File: config.mk
export PLATFORM = sky130hd
export DESIGN_NAME = mwprog_seq
export DESIGN_NICKNAME = d
export VERILOG_FILES = /design/src/rtl/mwprog_pkg.sv /design/src/rtl/mwprog_rst_sync.sv /design/src/rtl/mwprog_regs.sv /design/src/rtl/mwprog_fsm.sv /design/src/rtl/mwprog_seq.sv
export SDC_FILE = /design/constraint.sdc
export NUM_CORES = 1
export LEC_CHECK = 0
export ABC_AREA = 1
export BUFFER_PORTS_ARGS = -buffer_cell sky130_fd_sc_hd__buf_2
export CELL_PAD_IN_SITES_DETAIL_PLACEMENT = 1
export CELL_PAD_IN_SITES_GLOBAL_PLACEMENT = 2
export CORE_MARGIN = 4
export CORE_UTILIZATION = 28
export CTS_CLUSTER_DIAMETER = 30
export DETAILED_ROUTE_END_ITERATION = 12
export PLACE_DENSITY = 0.74
export SETUP_SLACK_MARGIN = 0.4
export SLEW_MARGIN = 30
export SYNTH_ARGS = -nofsm -noshare
export SYNTH_HDL_FRONTEND = slang
export SYNTH_SLANG_ARGS = --single-unit
File: constraint.sdc
create_clock -name clk -period 6.5 [get_ports clk]
set_input_delay 0.65 -clock clk [delete_from_list [all_inputs] [get_ports clk]]
set_output_delay 0.65 -clock clk [all_outputs]
set_load 0.02 [all_outputs]
File: src/rtl/mwprog_pkg.sv
package mwprog_pkg;
  typedef enum logic [1:0] {
    SEQ_IDLE = 2'd0,
    SEQ_SCAN = 2'd1,
    SEQ_REQ  = 2'd2
  } seq_st_e;
endpackage

File: src/rtl/mwprog_rst_sync.sv
module mwprog_rst_sync (
  input  logic clk,
  input  logic rst_n,
  output logic rst_n_sync
);
  logic stage1_q;
  logic stage2_q;

  always_ff @(posedge clk or negedge rst_n) begin
    if (!rst_n) begin
      stage1_q <= 1'b0;
      stage2_q <= 1'b0;
    end else begin
      stage1_q <= 1'b1;
      stage2_q <= stage1_q;
    end
  end

  assign rst_n_sync = stage2_q;
endmodule

File: src/rtl/mwprog_regs.sv
module mwprog_regs #(
  parameter int NWORDS = 4,
  parameter int DW     = 32,
  localparam int IW    = $clog2(NWORDS)
) (
  input  logic                       clk,
  input  logic                       rst_n,
  input  logic                       wr_en,
  input  logic [IW-1:0]              wr_sel,
  input  logic [DW-1:0]              wr_data,
  input  logic                       lock,
  input  logic [NWORDS-1:0]          clr_vec,
  output logic [NWORDS-1:0][DW-1:0]  words_o,
  output logic [NWORDS-1:0]          pend_o
);
  logic [NWORDS-1:0] word_we;
  logic [NWORDS-1:0] pend_d;
  logic [NWORDS-1:0] pend_q;

  for (genvar i = 0; i < NWORDS; i++) begin : g_word
    logic [DW-1:0] word_q;

    always_comb begin
      word_we[i] = wr_en && !lock && (wr_sel == IW'(i));
      pend_d[i]  = word_we[i] || (pend_q[i] && !clr_vec[i]);
    end

    always_ff @(posedge clk or negedge rst_n) begin
      if (!rst_n) begin
        word_q <= '0;
      end else if (word_we[i]) begin
        word_q <= wr_data;
      end
    end

    always_ff @(posedge clk or negedge rst_n) begin
      if (!rst_n) begin
        pend_q[i] <= 1'b0;
      end else begin
        pend_q[i] <= pend_d[i];
      end
    end

    assign words_o[i] = word_q;
  end

  assign pend_o = pend_q;
endmodule

File: src/rtl/mwprog_fsm.sv
module mwprog_fsm
  import mwprog_pkg::*;
#(
  parameter int NWORDS = 4,
  parameter int AW     = 32,
  parameter int ALIGN  = 3,
  localparam int IW    = $clog2(NWORDS)
) (
  input  logic              clk,
  input  logic              rst_n,
  input  logic              start,
  input  logic [AW-1:0]     start_addr,
  input  logic              fail_clr,
  input  logic [NWORDS-1:0] pend,
  input  logic              fl_ack,
  input  logic              fl_err,
  output logic              busy,
  output logic              in_prog,
  output logic [IW-1:0]     idx_o,
  output logic [AW-1:0]     addr_o,
  output logic [NWORDS-1:0] clr_vec,
  output logic              fail_o
);
  localparam logic [IW-1:0] LAST_IDX   = IW'(NWORDS - 1);
  localparam logic [AW-1:0] ALIGN_MASK = AW'((64'd1 << ALIGN) - 64'd1);

  seq_st_e       st_q, st_d;
  logic [IW-1:0] idx_q, idx_d;
  logic [AW-1:0] base_q, base_d;
  logic [AW-1:0] addr_q, addr_d;
  logic          fail_q, fail_d;
  logic          fail_set;
  logic          aligned;

  assign aligned = (start_addr & ALIGN_MASK) == '0;

  always_comb begin
    st_d     = st_q;
    idx_d    = idx_q;
    base_d   = base_q;
    addr_d   = addr_q;
    clr_vec  = '0;
    fail_set = 1'b0;
    unique case (st_q)
      SEQ_IDLE: begin
        if (start) begin
          if (aligned) begin
            st_d   = SEQ_SCAN;
            idx_d  = '0;
            base_d = start_addr;
            addr_d = start_addr;
          end else begin
            fail_set = 1'b1;
          end
        end
      end
      SEQ_SCAN: begin
        if (pend[idx_q]) begin
          st_d   = SEQ_REQ;
          addr_d = base_q + AW'({idx_q, 2'b00});
        end else if (idx_q == LAST_IDX) begin
          st_d = SEQ_IDLE;
        end else begin
          idx_d = idx_q + 1'b1;
        end
      end
      SEQ_REQ: begin
        if (fl_ack) begin
          if (fl_err) begin
            fail_set = 1'b1;
            st_d     = SEQ_IDLE;
          end else begin
            clr_vec[idx_q] = 1'b1;
            if (idx_q == LAST_IDX) begin
              st_d = SEQ_IDLE;
            end else begin
              idx_d = idx_q + 1'b1;
              st_d  = SEQ_SCAN;
            end
          end
        end
      end
      default: st_d = SEQ_IDLE;
    endcase

    if (fail_set) begin
      fail_d = 1'b1;
    end else if (fail_clr) begin
      fail_d = 1'b0;
    end else begin
      fail_d = fail_q;
    end
  end

  always_ff @(posedge clk or negedge rst_n) begin
    if (!rst_n) begin
      st_q   <= SEQ_IDLE;
      idx_q  <= '0;
      base_q <= '0;
      addr_q <= '0;
      fail_q <= 1'b0;
    end else begin
      st_q   <= st_d;
      idx_q  <= idx_d;
      base_q <= base_d;
      addr_q <= addr_d;
      fail_q <= fail_d;
    end
  end

  assign busy    = (st_q != SEQ_IDLE);
  assign in_prog = (st_q == SEQ_REQ);
  assign idx_o   = idx_q;
  assign addr_o  = addr_q;
  assign fail_o  = fail_q;
endmodule

File: src/rtl/mwprog_seq.sv
module mwprog_seq #(
  parameter int NWORDS = 4,
  parameter int DW     = 32,
  parameter int AW     = 32,
  parameter int ALIGN  = 3,
  localparam int IW    = $clog2(NWORDS)
) (
  input  logic              clk,
  input  logic              rst_n,
  input  logic              wr_en,
  input  logic [IW-1:0]     wr_sel,
  input  logic [DW-1:0]     wr_data,
  input  logic [IW-1:0]     rd_sel,
  output logic [DW-1:0]     rd_data,
  output logic [DW-1:0]     sw_data,
  input  logic              start,
  input  logic [AW-1:0]     start_addr,
  input  logic              fail_clr,
  output logic              busy,
  output logic              in_prog,
  output logic [NWORDS-1:0] pend,
  output logic [AW-1:0]     prog_addr,
  output logic              fail,
  output logic              fl_req,
  output logic [AW-1:0]     fl_addr,
  output logic [DW-1:0]     fl_data,
  input  logic              fl_ack,
  input  logic              fl_err
);
  logic                      rst_n_int;
  logic [NWORDS-1:0][DW-1:0] words;
  logic [NWORDS-1:0]         clr_vec;
  logic [IW-1:0]             cur_idx;

  mwprog_rst_sync u_rst (
    .clk        (clk),
    .rst_n      (rst_n),
    .rst_n_sync (rst_n_int)
  );

  mwprog_regs #(.NWORDS(NWORDS), .DW(DW)) u_regs (
    .clk     (clk),
    .rst_n   (rst_n_int),
    .wr_en   (wr_en),
    .wr_sel  (wr_sel),
    .wr_data (wr_data),
    .lock    (busy),
    .clr_vec (clr_vec),
    .words_o (words),
    .pend_o  (pend)
  );

  mwprog_fsm #(.NWORDS(NWORDS), .AW(AW), .ALIGN(ALIGN)) u_fsm (
    .clk        (clk),
    .rst_n      (rst_n_int),
    .start      (start),
    .start_addr (start_addr),
    .fail_clr   (fail_clr),
    .pend       (pend),
    .fl_ack     (fl_ack),
    .fl_err     (fl_err),
    .busy       (busy),
    .in_prog    (in_prog),
    .idx_o      (cur_idx),
    .addr_o     (prog_addr),
    .clr_vec    (clr_vec),
    .fail_o     (fail)
  );

  assign rd_data = words[rd_sel];
  assign sw_data = words[0];
  assign fl_req  = in_prog;
  assign fl_addr = prog_addr;
  assign fl_data = words[cur_idx];
endmodule

==> results of run 1 <==
area by class of cell:
class,count,area (sq um)
Fill cell,4701,23600
Sequential cell,203,5080
Multi-Input combinational cell,1015,4720
Clock buffer,90,1790
Timing Repair Buffer,259,1360
Tap cell,511,639
Inverter,113,424
Clock inverter,22,347
cell families (layout without fill, tap and decap cells):
kind of cell,count (synthesis),after routing,synth area share (%)
mux,2,2,0.208
fa+ha+maj,11,11,1.34
flops,203,203,46.9
simple gates,598,598,21.7
xor+xnor,5,5,0.405
compound gates,398,398,19.8
other cells,1,1,0.0347
buf+inv,232,484,9.57
metal layers:
layer | share of wire (%) | global-route usage (%) | up-vias | wire, um
met1 | 45 | 24.2 | 5255 | 17700
met5 | 0.028 | 0 | - | 11
met3 | 4.9 | 4.02 | 51 | 1930
met2 | 48 | 31.8 | 230 | 19300
met4 | 2.1 | 6.63 | 2 | 841
li1 | - | - | 5127 | -
synth_stat cells, types with 2 or more instances:
cell      number  area share, %
inv_1        109            3.8
inv_2          3           0.10
nand3_1       47            2.2
xor2_1         5           0.40
o21ai_0      301             14
ha_1          10            1.2
mux2_2         2           0.21
dfrtp_1      203             47
a21oi_1       13           0.60
nand2_1      354             12
nor2_1       185            6.4
buf_4         34            2.4
o211ai_1       6           0.42
nand3_2        2           0.19
or2_2          3           0.17
o22ai_1       64            3.7
buf_6          3           0.31
buf_1          6           0.21
clkbuf_1      64            2.2
buf_2         12           0.56
nand3b_1       2           0.14
nand2_2        2           0.12
a21oi_2       10           0.81
registers in the layout (all words and copies together), names as in the netlist:
name,cells
u_fsm.addr_o,32
u_fsm.idx_o,2
u_rst.stage1_q,1
u_rst.rst_n_sync,1
u_fsm.base_q,32
u_fsm.fail_o,1
u_fsm.st_q,2
u_regs.pend_o,4
u_regs.g_word.word_q,128
report_power, final:
| part | internal (mW) | leakage (nW) | total, mW | switching (mW) |
|---|---|---|---|---|
| clock network | 2.21 | 1.06 | 3.04 | 0.830 |
| registers | 1.85 | 2.52 | 2.45 | 0.601 |
| logic | 1.05 | 3.53 | 3.25 | 2.20 |
| total | 5.12 | 7.11 | 8.75 | 3.63 |
worst max-delay path by stage:
stage | start | end | slack, ps | cells past startpoint
3_3_place_gp | rd_sel[0] | rd_data[0] | 3390 | 7
4_1_cts | u_fsm.idx_o[0] | fl_data[28] | 3130 | 5
3_5_place_dp | rd_sel[0] | rd_data[0] | 3340 | 7
5_1_grt | u_fsm.idx_o[0] | fl_data[22] | 3020 | 5
2_1_floorplan | u_rst.rst_n_sync | u_fsm.addr_o[0] | 420 | 0
6_report | u_fsm.idx_o[0] | fl_data[28] | 3130 | 5
per-stage QoR:
stage / utilization [%] / power [mW] / hold WS (ps) / cell area [sq um] / cells
after floorplan: - / 4.60 / 331 / 10800 / 1450
after global placement: 32.1 / 5.66 / 333 / 12200 / 2099
after detailed placement: 32.2 / 5.76 / 331 / 12200 / 2100
after CTS: 37.8 / 8.88 / 276 / 14400 / 2213
after global routing: 37.9 / 9.37 / 300 / 14400 / 2213
final: 37.9 / 8.75 / 315 / 14400 / 2213
what timing repair did:
item                      4_1_cts  5_1_grt
resized for setup               0        0
hold endpoints to repair        2        0
setup buffers                   0        0
hold buffers                    1        0
==> impl_metrics.tcl, run 1 <==
set metrics [dict create \
    min_period_ps 3370 \
    hp-class "flip-flop to asynchronous set/reset pin" \
    wl_mm 39.8 \
    ff2ff_setup_slack_ps 3540 \
    ir_drop_uv 221 \
    yosys_warnings 0 \
    clock_sinks 203 \
    drcViolationCount 0 \
    layout-drive-gt1-share_pct 22.7 \
    cp.buffers_inverters 3 \
    skew_ps 13.7 \
    cts_tree "built" \
    synth_seq_cells 203 \
    grt_pass1_vias 11400 \
    dr.pass1.iters 5 \
    r2r-start "u_fsm.idx_o[0]" \
    crit_fanout 69 \
    htree_levels 2 \
    syn_to_final_growth_pct 32.7 \
    core_sq_mm 0.0379 \
    die_w_um 205 \
    seq_area_frac_synth_pct 46.9 \
    dp_slack_ps 3340 \
    rsz0062_at_grt "no" \
    rows 71 \
    clk_pin_slew_worst_paths_ps 40 \
    wl_per_cell_um 18.0 \
    worst_pin_slew_ps 854 \
    synth_top_flop_cell "dfrtp_1" \
    synth.net_count 1536 \
    grt.overflow.total 0 \
    path_cells "inv_2 -> buf_4 -> o21ai_0 -> o22ai_1 -> buf_2" \
    drt-initial-drc-count 594 \
    setup_viol_count_final 0 \
    antenna_found_initial 1 \
    finalHoldViolCount 0 \
    layout_common_cells "nand2_1 (352), o21ai_0 (301), buf_2 (242), dfrtp_1 (201), nor2_1 (185)" \
    yosysUniqueCellTypes 33 \
    cp_slowest_cell "dfrtp_2" \
    cts_max_path_buffers 3 \
    timing.final.crit_share_pct 51.8 \
    final_max_slew_viol_count 0 \
    antenna_cells 0 \
    grt_usage_pct 18.9 \
    viasPerCell 4.82 \
    final_common_cell "nand2_1" \
    maxSlewHeadroom_pct 43.0 \
    cts_buffers 60 \
    nets 1738 \
    dieArea_sq_mm 0.0419 \
    cts_root_buf "clkbuf_16" \
    worstRegToRegCells 10 \
    crit_arrival_ps 2720 \
    io_pins 243 \
    initial_core_util_pct 28.5 \
    worst_setup_path_end_kind "output port" \
    outcome "completed" \
    async_flop_share_pct 100 \
    clock_latency_ps 580 \
    setup_ws_ps 3130 \
    syn_area_sq_mm 0.0108 \
    chipHeight_um 205 \
    grt_pass1_wl_mm 63.2 \
    crit_required_ps 5850 \
    port_buffers 242 \
    synth_edf_count 0 \
    max_freq_mhz 297 \
    crit_family "buffers and inverters" \
    p_leak_nw 7.11 \
    gp_congestion 0.811 \
    setup_tns_ps 0 \
    dp_hpwl_mm 26.0 \
    crit_path_max_incr_delay_ps 640 \
    criticalPathCategory "flip-flop to output port" \
    cellPowerDensity_mw_per_mm2 609 \
    detail-route-antenna-nets 0 \
    reg2reg_to "u_fsm.addr_o[6]" \
    crit_path_start_kind "flip-flop" \
    synth.avg_cell_area_sq_um 7.46 \
    grt_start_max_net_pins 73 \
    postSynthCellCount 1450 \
    max_cap_violations 0 \
    via_count 10700 \
]
No activity file was read; power rests on OpenSTA's default activity.
==> run 2: changes to the inputs <==
--- a/config.mk
+++ b/config.mk
@@ -10,10 +10,10 @@
 export CELL_PAD_IN_SITES_DETAIL_PLACEMENT = 1
 export CELL_PAD_IN_SITES_GLOBAL_PLACEMENT = 2
 export CORE_MARGIN = 4
-export CORE_UTILIZATION = 28
+export CORE_UTILIZATION = 31
 export CTS_CLUSTER_DIAMETER = 30
 export DETAILED_ROUTE_END_ITERATION = 12
-export PLACE_DENSITY = 0.74
+export PLACE_DENSITY = 0.78
 export SETUP_SLACK_MARGIN = 0.4
 export SLEW_MARGIN = 30
 export SYNTH_ARGS = -nofsm -noshare
==> constraint.sdc (replaced) <==
create_clock -name clk -period 3.2 [get_ports clk]
set_input_delay 0.32 -clock clk [delete_from_list [all_inputs] [get_ports clk]]
set_output_delay 0.32 -clock clk [all_outputs]
set_load 0.02 [all_outputs]
==> impl_metrics.tcl, run 2 (synthesized netlist as in run 1, its figures left out) <==
set metrics [dict create \
    cts_root_buf "clkbuf_16" \
    criticalPathCategory "flip-flop to output port" \
    wl_mm 39.5 \
    syn_to_final_growth_pct 31.9 \
    gp_congestion 0.804 \
    die_w_um 195 \
    finalHoldViolCount 0 \
    fin_area_sq_mm 0.0143 \
    viasPerCell 4.97 \
    crit_required_ps 2880 \
    cts_buffers 60 \
    max_cap_violations 0 \
    clock_sinks 203 \
    utilization_pct 41.4 \
    largest_register_ffs 128 \
    outcome "completed" \
    setup_tns_ps 0 \
    setup_ws_ps 536 \
    worst_setup_path_end_kind "output port" \
    largest-register "u_regs.g_word.word_q" \
    final_max_slew_viol_count 0 \
    core_sq_mm 0.0345 \
    cts_max_path_buffers 3 \
    setup_viol_count_final 0 \
    rsz0062_at_grt "no" \
    clock_latency_ps 590 \
    grt_usage_pct 20.4 \
    grt_pass1_vias 11400 \
    grt_start_max_net_pins 127 \
    port_buffers 242 \
    hp-class "input pin to flip-flop" \
    layout_common_cells "nand2_1 (352), o21ai_0 (301), buf_2 (242), dfrtp_1 (201), nor2_1 (185)" \
    layout-drive-gt1-share_pct 22.7 \
    grt.overflow.total 0 \
    max_freq_mhz 375 \
    maxSlewHeadroom_pct 50.3 \
    antenna_found_initial 3 \
    final_common_cell "nand2_1" \
    nets 1750 \
    wl_per_cell_um 18.3 \
    worst_pin_slew_ps 746 \
    timing.final.crit_share_pct 83.3 \
    crit_path_start_kind "flip-flop" \
    dr.pass1.iters 5 \
    via_count 10800 \
    drcViolationCount 0 \
    placed_cell_area_sq_mm 0.0122 \
    cellPowerDensity_mw_per_mm2 1210 \
    crit_arrival_ps 2340 \
    dp_slack_ps 773 \
    htree_levels 2 \
    dieArea_sq_mm 0.0380 \
    clk_pin_slew_worst_paths_ps 50 \
    initial_core_util_pct 31.4 \
    grt_pass1_wl_mm 62.8 \
    p_leak_nw 7.09 \
    io_pins 243 \
    min_period_ps 2660 \
    ir_drop_uv 574 \
    antenna_cells 0 \
    skew_ps 19.6 \
    crit_fanout 55 \
    chipHeight_um 195 \
    post_cts_buffers 0 \
    cts_tree "built" \
    drt-initial-drc-count 497 \
    detail-route-antenna-nets 0 \
    dp_hpwl_mm 26.3 \
    rows 68 \
]
[run 2: stage by stage]
step / std cells / power [mW] / hold WS (ps)
4_1_cts: 2166 / 17.5 / 0.122
3_3_place_gp: 2051 / 11.5 / 109
2_1_floorplan: 1450 / 9.34 / 24.4
5_1_grt: 2166 / 18.5 / 23.4
3_5_place_dp: 2051 / 11.7 / 111
6_report: 2166 / 17.2 / 31.0
[run 2: worst paths after layout]
check,to,depth (start not counted),slack [ps],startpoint
hold / removal,u_fsm.base_q[20],3,30,start_addr[20]
min in group asynchronous,u_rst.stage1_q,2,80,rst_n
hold reg to reg,u_rst.rst_n_sync,0,340,u_rst.stage1_q
max in group asynchronous,u_regs.g_word[2].word_q[7],1,2170,u_rst.rst_n_sync
setup reg to reg,u_fsm.addr_o[28],11,780,u_fsm.idx_o[0]
setup / recovery,fl_data[31],4,540,u_fsm.idx_o[0]
[run 2: cell type report]
class / instances / area, sq um
clock buffer: 95 / 1790
clock inverter: 14 / 154
fill: 4196 / 20200
inverter: 113 / 424
multi-input combinational: 1015 / 4720
sequential: 203 / 5080
tap: 455 / 569
timing repair buffer: 271 / 1520
[run 2: where the power goes]
part	leakage, nW	total (mW)	switching (mW)	internal, mW
clock	0.961	5.56	1.65	3.91
sequential	2.52	4.93	1.16	3.77
combinational	3.62	6.75	4.55	2.20
total	7.09	17.2	7.36	9.88
[run 2: worst max-delay path: stages, from the launching register on]
cell	delay, ps
dfrtp_2	570
buf_6	450
o21ai_0	170
o22ai_1	320
buf_2	230
[run 2: metal layers]
layer	part of all wire (%)	up-vias	track usage, %
li1	-	5152	-
met1	45	5265	26.8
met2	47	268	33.3
met3	5.3	80	4.66
met4	2.8	6	7.16
met5	0.081	-	0
[run 2: timing repair]
item,4_1_cts,5_1_grt
hold buffers,6,0
gates resized for setup,2,3
hold endpoints to repair,8,0
setup endpoints to repair,14,11
